## src/rtl/i2c_ivp_pkg.sv

```systemverilog
package i2c_ivp_pkg;
  localparam int ADR_MASK = 0;
  localparam int ADR_STAT = 1;
  localparam int ADR_VEC  = 2;
endpackage

```

## src/rtl/i2c_ivp_flags.sv

```systemverilog
module i2c_ivp_flags #(
  parameter int NUM_EVT = 7
) (
  input  logic               clk,
  input  logic               rst_n,
  input  logic [NUM_EVT-1:0] evt_i,
  input  logic [NUM_EVT-1:0] clr_i,
  output logic [NUM_EVT-1:0] flags_o
);
  // set wins over clear so a coincident event is never lost
  always_ff @(posedge clk) begin
    if (!rst_n) flags_o <= '0;
    else        flags_o <= (flags_o & ~clr_i) | evt_i;
  end

  // every pulsed event is latched, even against a clear
  a_r2_event_sets: assert property (@(posedge clk) disable iff (!rst_n)
    (|evt_i) |=> ((flags_o & $past(evt_i)) == $past(evt_i)));

  // cleared bits without a new event drop
  a_r6_clear_drops: assert property (@(posedge clk) disable iff (!rst_n)
    (|(clr_i & ~evt_i)) |=> ((flags_o & $past(clr_i & ~evt_i)) == '0));

  a_r6_quiet_hold: assert property (@(posedge clk) disable iff (!rst_n)
    (evt_i == '0 && clr_i == '0) |=> $stable(flags_o));
endmodule

```

## src/rtl/i2c_ivp_pick.sv

```systemverilog
module i2c_ivp_pick #(
  parameter int NUM_EVT = 7,
  parameter int CODE_W  = $clog2(NUM_EVT + 1)
) (
  input  logic               clk,
  input  logic               rst_n,
  input  logic [NUM_EVT-1:0] pend_i,
  output logic [NUM_EVT-1:0] grant_o,
  output logic [CODE_W-1:0]  code_o
);
  logic [NUM_EVT-1:0] seen;

  assign seen[0] = 1'b0;

  genvar g;
  for (g = 0; g < NUM_EVT; g++) begin : g_rank
    assign grant_o[g] = pend_i[g] & ~seen[g];
    if (g < NUM_EVT - 1) begin : g_chain
      assign seen[g+1] = seen[g] | pend_i[g];
    end
  end

  always_comb begin
    code_o = '0;
    for (int i = 0; i < NUM_EVT; i++) begin
      if (grant_o[i]) code_o = CODE_W'(i + 1);
    end
  end

  // at most one winner, and the code names a pending event
  a_r4_single_grant: assert property (@(posedge clk) disable iff (!rst_n)
    $onehot0(grant_o));

  a_r4_code_pending: assert property (@(posedge clk) disable iff (!rst_n)
    (code_o != '0) |-> pend_i[int'(code_o) - 1]);
endmodule

```

## src/rtl/i2c_irq_vector.sv

```systemverilog
module i2c_irq_vector
  import i2c_ivp_pkg::*;
#(
  parameter int NUM_EVT  = 7,
  parameter int DATA_W   = 16,
  parameter int ADDR_W   = 2,
  parameter int RXF_BIT  = 11,
  parameter int BUSY_BIT = 12
) (
  input  logic               clk,
  input  logic               rst_n,
  input  logic [NUM_EVT-1:0] evt_i,
  input  logic               bus_busy_i,
  input  logic               rx_full_i,
  input  logic               reg_wr_i,
  input  logic               reg_rd_i,
  input  logic [ADDR_W-1:0]  reg_addr_i,
  input  logic [DATA_W-1:0]  reg_wdata_i,
  output logic [DATA_W-1:0]  reg_rdata_o,
  output logic               irq_o
);
  localparam int CODE_W = $clog2(NUM_EVT + 1);

  logic [NUM_EVT-1:0] mask_q, flags, pend, grant, clr;
  logic [CODE_W-1:0]  code;
  logic               busy_q, rxf_q;
  logic               sel_mask, sel_stat, sel_vec;
  logic               rd_vec;
  logic [DATA_W-1:0]  stat_word;

  assign sel_mask = (reg_addr_i == ADDR_W'(ADR_MASK));
  assign sel_stat = (reg_addr_i == ADDR_W'(ADR_STAT));
  assign sel_vec  = (reg_addr_i == ADDR_W'(ADR_VEC));
  assign rd_vec   = reg_rd_i && !reg_wr_i && sel_vec;

  always_ff @(posedge clk) begin
    if (!rst_n) begin
      mask_q <= '0;
      busy_q <= 1'b0;
      rxf_q  <= 1'b0;
    end else begin
      busy_q <= bus_busy_i;
      rxf_q  <= rx_full_i;
      if (reg_wr_i && sel_mask) mask_q <= reg_wdata_i[NUM_EVT-1:0];
    end
  end

  assign clr = ((reg_wr_i && sel_stat) ? reg_wdata_i[NUM_EVT-1:0] : '0)
             | (rd_vec ? grant : '0);

  i2c_ivp_flags #(.NUM_EVT(NUM_EVT)) u_flags (
    .clk    (clk),
    .rst_n  (rst_n),
    .evt_i  (evt_i),
    .clr_i  (clr),
    .flags_o(flags)
  );

  assign pend = flags & mask_q;

  i2c_ivp_pick #(.NUM_EVT(NUM_EVT), .CODE_W(CODE_W)) u_pick (
    .clk    (clk),
    .rst_n  (rst_n),
    .pend_i (pend),
    .grant_o(grant),
    .code_o (code)
  );

  assign irq_o = |pend;

  always_comb begin
    stat_word = '0;
    stat_word[NUM_EVT-1:0] = flags;
    stat_word[RXF_BIT]     = rxf_q;
    stat_word[BUSY_BIT]    = busy_q;
  end

  always_comb begin
    reg_rdata_o = '0;
    if (sel_mask)      reg_rdata_o[NUM_EVT-1:0] = mask_q;
    else if (sel_stat) reg_rdata_o = stat_word;
    else if (sel_vec)  reg_rdata_o[CODE_W-1:0] = code;
  end

  // request line agrees with the vector encoder
  a_r9_irq_matches_vec: assert property (@(posedge clk) disable iff (!rst_n)
    irq_o == (code != '0));

  // an acknowledged event is gone next cycle unless it re-fired
  a_r5_ack_clears: assert property (@(posedge clk) disable iff (!rst_n)
    (rd_vec && code != '0) |=> ((flags & $past(grant & ~evt_i)) == '0));
endmodule

```

## config.mk

```make
export PLATFORM = sky130hd
export DESIGN_NAME = i2c_irq_vector
export DESIGN_NICKNAME = d
export VERILOG_FILES = /design/src/rtl/i2c_ivp_pkg.sv /design/src/rtl/i2c_ivp_flags.sv /design/src/rtl/i2c_ivp_pick.sv /design/src/rtl/i2c_irq_vector.sv
export SDC_FILE = /design/constraint.sdc
export NUM_CORES = 1
export LEC_CHECK = 0
export ABC_AREA = 1
export BUFFER_PORTS_ARGS = -buffer_cell sky130_fd_sc_hd__buf_2
export CORE_MARGIN = 2
export CORE_UTILIZATION = 44
export CTS_CLUSTER_DIAMETER = 50
export DETAILED_ROUTE_END_ITERATION = 6
export PLACE_DENSITY = 0.78
export SYNTH_ARGS = -nofsm -noshare
export SYNTH_HDL_FRONTEND = slang
export SYNTH_SLANG_ARGS = --single-unit
```

## constraint.sdc

```tcl
create_clock -name clk -period 1.5 [get_ports clk]
set_clock_uncertainty 0.15 [all_clocks]
set_input_delay 0.225 -clock clk [delete_from_list [all_inputs] [get_ports clk]]
set_output_delay 0.225 -clock clk [all_outputs]
set_load 0.01 [all_outputs]
```

* After elaboration in Yosys (flattened, before gate mapping)
Index checks and enable logic that the tools add are counted.
Storage, ports and cells: bits in registers 16, bits of input ports 31
Operators by class: equal/unequal tests 2, multiplexer cells 14, bitwise logic cells 22, reductions and logical operators 7
Operators by type and width (count):
- two-way mux 3 bit | 8
- two-way mux 7 bit | 3
- bitwise AND 7 bit | 2
- OR 7 bit | 2
- two-way mux 10 bit | 1
- two-way mux 9 bit | 1
- inverter 7 bit | 1
- OR reduction 7 bit | 1
- bitwise AND 1 bit | 6
- inverter 1 bit | 6
- OR 1 bit | 5
- logical AND 1 bit | 4
- equality test 2 x 1 -> 1 bit (second input constant) | 1
- equality test 2 bit (second input constant) | 1
- zero test 2 bit | 1
- zero test 1 bit | 1
- two-way mux 1 bit | 1

* Depth between registers and ports, before layout
word-level depth 13, mapped depth 8, mapped depth without buffers 8

* Cells and area by module
From an unflattened synthesis, not the netlist that was laid out.
Second synthesis, totals: cell total of the unflattened synthesis 202, area total of the unflattened synthesis 1179.9 µm²
Modules (own cells, without submodules):
- i2c_irq_vector | instances 1, cells each 136, area an instance 748.2 µm², seq. area each 180.2 µm²
- i2c_ivp_flags | instances 1, cells each 36, area an instance 284.0 µm², seq. area each 140.1 µm²
- i2c_ivp_pick | instances 1, cells each 30, area an instance 147.6 µm², seq. area each 0.0 µm²

* Worst setup path before layout
OpenSTA, ideal clock, no wires.
path type register to output, start point register u_flags.flags_o[0], end point output port reg_rdata_o[2], data arrival time 1.022 ns, setup slack 0.103 ns, cell stages (with the launch flop) 9, buffers on the path 0, cell sequence dfxtp_1 nand2_1 nand2_1 nor2_2 nand2_1 a21o_1 nand2_1 nand2_1 nand2_1
On the way: cells in the longest elaborated chain, start to end 12, elaborated cells on any way between the ends 24
RTL lines:
- from (decl) | RTL line i2c_ivp_flags.sv:8 | output logic [NUM_EVT-1:0] flags_o
- from (signal assigned) | RTL line i2c_ivp_flags.sv:13 | else flags_o <= (flags_o & ~clr_i) | evt_i;
- bitwise AND 7 bit (*) | RTL line i2c_irq_vector.sv:59 | assign pend = flags & mask_q;
- OR 1 bit (*) | RTL line i2c_ivp_pick.sv:19 | assign seen[g+1] = seen[g] | pend_i[g];
- inverter 1 bit / OR 1 bit (equally long branches) | RTL line i2c_ivp_pick.sv:17, i2c_ivp_pick.sv:19
- bitwise AND 1 bit (tied with other cells) | RTL line i2c_ivp_pick.sv:17 | assign grant_o[g] = pend_i[g] & ~seen[g];
- two-way mux 3 bit (tied with other cells) (3 in a row) | RTL line i2c_ivp_pick.sv:26 | if (grant_o[i]) code_o = CODE_W'(i + 1);
- two-way mux 3 bit / bitwise AND 1 bit (equally long branches) | RTL line i2c_ivp_pick.sv:26, i2c_ivp_pick.sv:17
- two-way mux 3 bit (*) | RTL line i2c_ivp_pick.sv:26
- two-way mux 3 bit (*) | RTL line i2c_irq_vector.sv:82 | else if (sel_vec) reg_rdata_o[CODE_W-1:0] = code;
- two-way mux 3 bit (*) | RTL line i2c_irq_vector.sv:81 | else if (sel_stat) reg_rdata_o = stat_word;
- two-way mux 7 bit (*) | RTL line i2c_irq_vector.sv:80 | if (sel_mask) reg_rdata_o[NUM_EVT-1:0] = mask_q;
- to (decl) | RTL line i2c_irq_vector.sv:19 | output logic [DATA_W-1:0] reg_rdata_o,
Every way passes the cells marked *; elsewhere a longest branch is shown, timed or not.

* Worst setup path after layout
start point register mask_q[0], end point output port reg_rdata_o[2]
On the way: cells in the longest elaborated chain, start to end 12, elaborated cells on any way between the ends 24
RTL lines:
- from (decl) | RTL line i2c_irq_vector.sv:24 | logic [NUM_EVT-1:0] mask_q, flags, pend, grant, clr;
- from (signal assigned) | RTL line i2c_irq_vector.sv:44 | if (reg_wr_i && sel_mask) mask_q <= reg_wdata_i[NUM_EVT-1:0];
- bitwise AND 7 bit (*) | RTL line i2c_irq_vector.sv:59
- OR 1 bit (*) | RTL line i2c_ivp_pick.sv:19
- inverter 1 bit / OR 1 bit (equally long branches) | RTL line i2c_ivp_pick.sv:17, i2c_ivp_pick.sv:19
- bitwise AND 1 bit (tied with other cells) | RTL line i2c_ivp_pick.sv:17
- two-way mux 3 bit (tied with other cells) (3 in a row) | RTL line i2c_ivp_pick.sv:26
- two-way mux 3 bit / bitwise AND 1 bit (equally long branches) | RTL line i2c_ivp_pick.sv:26, i2c_ivp_pick.sv:17
- two-way mux 3 bit (*) | RTL line i2c_ivp_pick.sv:26
- two-way mux 3 bit (*) | RTL line i2c_irq_vector.sv:82
- two-way mux 3 bit (*) | RTL line i2c_irq_vector.sv:81
- two-way mux 7 bit (*) | RTL line i2c_irq_vector.sv:80
Marked as above.

==> flow_summary.json <==
{
  "drive_gt1_frac": 0.413,
  "ys.flop_type": "dfxtp_1",
  "fin_setup_tns_ns": -1.50,
  "startpoint_type": "flop",
  "cp_max_fo": 4,
  "crit_top_cell": "nand2_1",
  "p_per_area_nw_per_um2": 749,
  "yosysWarnings": 0,
  "criticalPathCategory": "flop to output pin",
  "synthArstFlopShare": 0,
  "timing.final.hold_violations": 3,
  "clockBufferDepth": 2,
  "totalPowerFinal_mw": 1.02,
  "setup_slack_ns": -0.406,
  "power.leakage_nw": 0.752,
  "r2r_start": "mask_q[0]",
  "grt_start_max_net_pins": 11,
  "violations": "hold timing, setup timing",
  "cts_buffers": 3,
  "crit_arrival_ns": 1.53,
  "hp-class": "input pin to flop",
  "synth_edf_count": 0,
  "vias_per_cell": 5.07,
  "cp_slowest_cell": "dfxtp_2",
  "vias": 1130,
  "clk_latency_ns": 0.30,
  "crit_path_end_kind": "output pin",
  "max_freq_mhz": 525,
  "antenna_cells": 0,
  "status": "finished, violations left",
  "vdd_drop_max_v": 0.000697,
  "syn_area_per_cell_um2": 6.63,
  "clock_sinks": 16,
  "fp.dieW_um": 50.3,
  "synth_area_um2": 942,
  "post-dp-hpwl_um": 1910,
  "initial_core_util": 0.475,
  "final-setup-viol-count": 5,
  "grt_pass1_wl_um": 4510,
  "wl_per_cell_um": 12.6,
  "htree_num_levels": 1,
  "cp_slowest_stage_delay_ns": 0.34,
  "antenna_found_initial": 0,
  "min_from": "evt_i[2]",
  "final_nets": 228,
  "fp.dieArea_um2": 2530,
  "cts.clk_slew.worst_paths_ns": 0.10,
  "cts_tree": "built",
  "rows": 16,
  "ys_types": 24,
  "grt_pass1_vias": 1074,
  "seq_power_share": 0.462,
  "slew_viol_final": 0,
  "cp_cell_sequence": "nand2_2 -> nand2_4 -> nor2_4 -> nand2_2 -> a21o_1 -> nand2_1 -> nand2_1 -> nand2_1 -> buf_2",
  "pin_count": 48,
  "yosysSeqAreaShare": 0.340,
  "switchingPower_mw": 0.303,
  "ys_ff_latch": 16,
  "final_antenna_net_count": 0,
  "drc": 0,
  "timing.final.crit_share": 1.27,
  "numPortBuffers": 31,
  "cp-startpoint": "mask_q[0]",
  "clockRootBuffer": "clkbuf_4",
  "rsz0062_at_grt": "true",
  "syn_inst": 142,
  "area_growth_pct": 44.9,
  "place_congestion": 0.854,
  "internal-power_mw": 0.719,
  "required_ns": 1.12,
  "switching_share": 0.296,
  "die_y_um": 50.3,
  "first_iter_violations": 30,
  "grt_overflow_total": 0,
  "post-route-min-period_ns": 1.91,
  "drt_pass1_iterations": 4,
  "pwr-share-clk": 0.292,
  "hold_slack_ns": -0.00952,
  "pwr-share-comb": 0.246,
  "grt_usage": 0.238,
  "design.core.area_um2": 1980,
  "finalWirelength_um": 2800,
  "cap_viol_max_count": 0
}
-- flip-flops by register name, indices dropped and copies added (netlist names) --
signal,count
busy_q,1
mask_q,7
rxf_q,1
u_flags.flags_o,7
-- what timing repair did --
item,in CTS,in global routing
setup buffers,3,2
pin swaps,6,10
hold buffers,3,0
endpoints found under the hold margin,3,0
gates resized for setup,14,8
setup endpoints to repair,4,7
-- worst max-delay path, delay by kind of cell, from the launching register on --
family          cells  cell delay [ns]
simple gates        7             0.59
flops               1             0.34
compound gates      1             0.18
buf+inv             1             0.13
-- per-stage QoR --
step	utilization	area [um2]	instances	hold WS, ns	setup slack (ns)
final	0.689	1370	223	-0.00952	-0.406
after global routing	0.689	1370	223	0.0108	-0.454
after CTS	0.676	1340	222	0.00110	-0.327
after detailed placement	0.607	1200	212	0.263	-0.0862
after global placement	0.607	1200	212	0.257	-0.0574
after floorplan	-	965	148	0.173	0.103
-- power groups by stage --
| stage | registers [mW] | logic [mW] | clock network [mW] |
|---|---|---|---|
| after floorplan | 0.475 | 0.124 | 0 |
| after CTS | 0.468 | 0.237 | 0.298 |
| after global placement | 0.473 | 0.207 | 0 |
| after global routing | 0.476 | 0.273 | 0.310 |
| after detailed placement | 0.475 | 0.214 | 0 |
| final | 0.472 | 0.251 | 0.299 |
-- layer usage --
layer  GRT usage  share of wire  vias to the layer above  routed length, um
met1       0.263           0.41                      524               1150
met4      0.0972          0.023                        0                 64
li1            -              -                      555                  -
met3      0.0327          0.054                        9                152
met2       0.447           0.51                       42               1440
met5           0              0                        -                  0
-- cell families (layout without fill, tap and decap cells) --
logic type	after synthesis	after routing	share of synthesized area
buf+inv	30	78	0.147
flops	16	16	0.340
compound gates	31	31	0.199
simple gates	64	64	0.309
other cells	1	7	0.00398
-- layout make-up --
cell class	instances	area, um2
clock buffers	4	36.3
fillers	167	617
inverters	22	82.6
multi-input cells	102	563
flip-flops and latches	16	329
well taps	27	33.8
repair buffers	52	320
-- cells in the final DEF, fill, tap and decap left out, drive strengths merged --
cell,instances
a21o,1
a21oi,11
a22o,6
a31oi,2
buf,49
clkbuf,4
conb,7
dfxtp,16
dlygate4sd3,3
inv,22
nand2,34
nand3,4
nand3b,2
nand4,2
nor2,21
nor3,1
o211ai,1
o21ai,9
o21bai,1
-- synth_stat cells (2+ instances only) --
cell      count  area [um2]
nand2_1      31         116
nand4_1       2        12.5
nand3_1       3        15.0
nand2_2       3        18.8
nand3b_1      2        15.0
inv_2         4        15.0
a22o_1        6        52.6
nor2_1       17        63.8
a31oi_1       2        12.5
inv_1        18        67.6
o21ai_0       6        30.0
a21oi_1      11        55.1
o21ai_1       3        15.0
nor2_4        2        22.5
buf_4         7        52.6
dfxtp_1      16         320
nor2_2        2        12.5
-- path summary, 6_finish.rpt --
| path | to | slack (ns) | cells past startpoint |
|---|---|---|---|
| setup / recovery | reg_rdata_o[2] | -0.41 | 9 |
| setup reg to reg | u_flags.flags_o[5] | -0.13 | 11 |
| hold reg to reg | u_flags.flags_o[4] | 0.35 | 2 |
| hold / removal | u_flags.flags_o[2] | -0.01 | 3 |
Note: power is estimated with default switching activity, not from simulation.
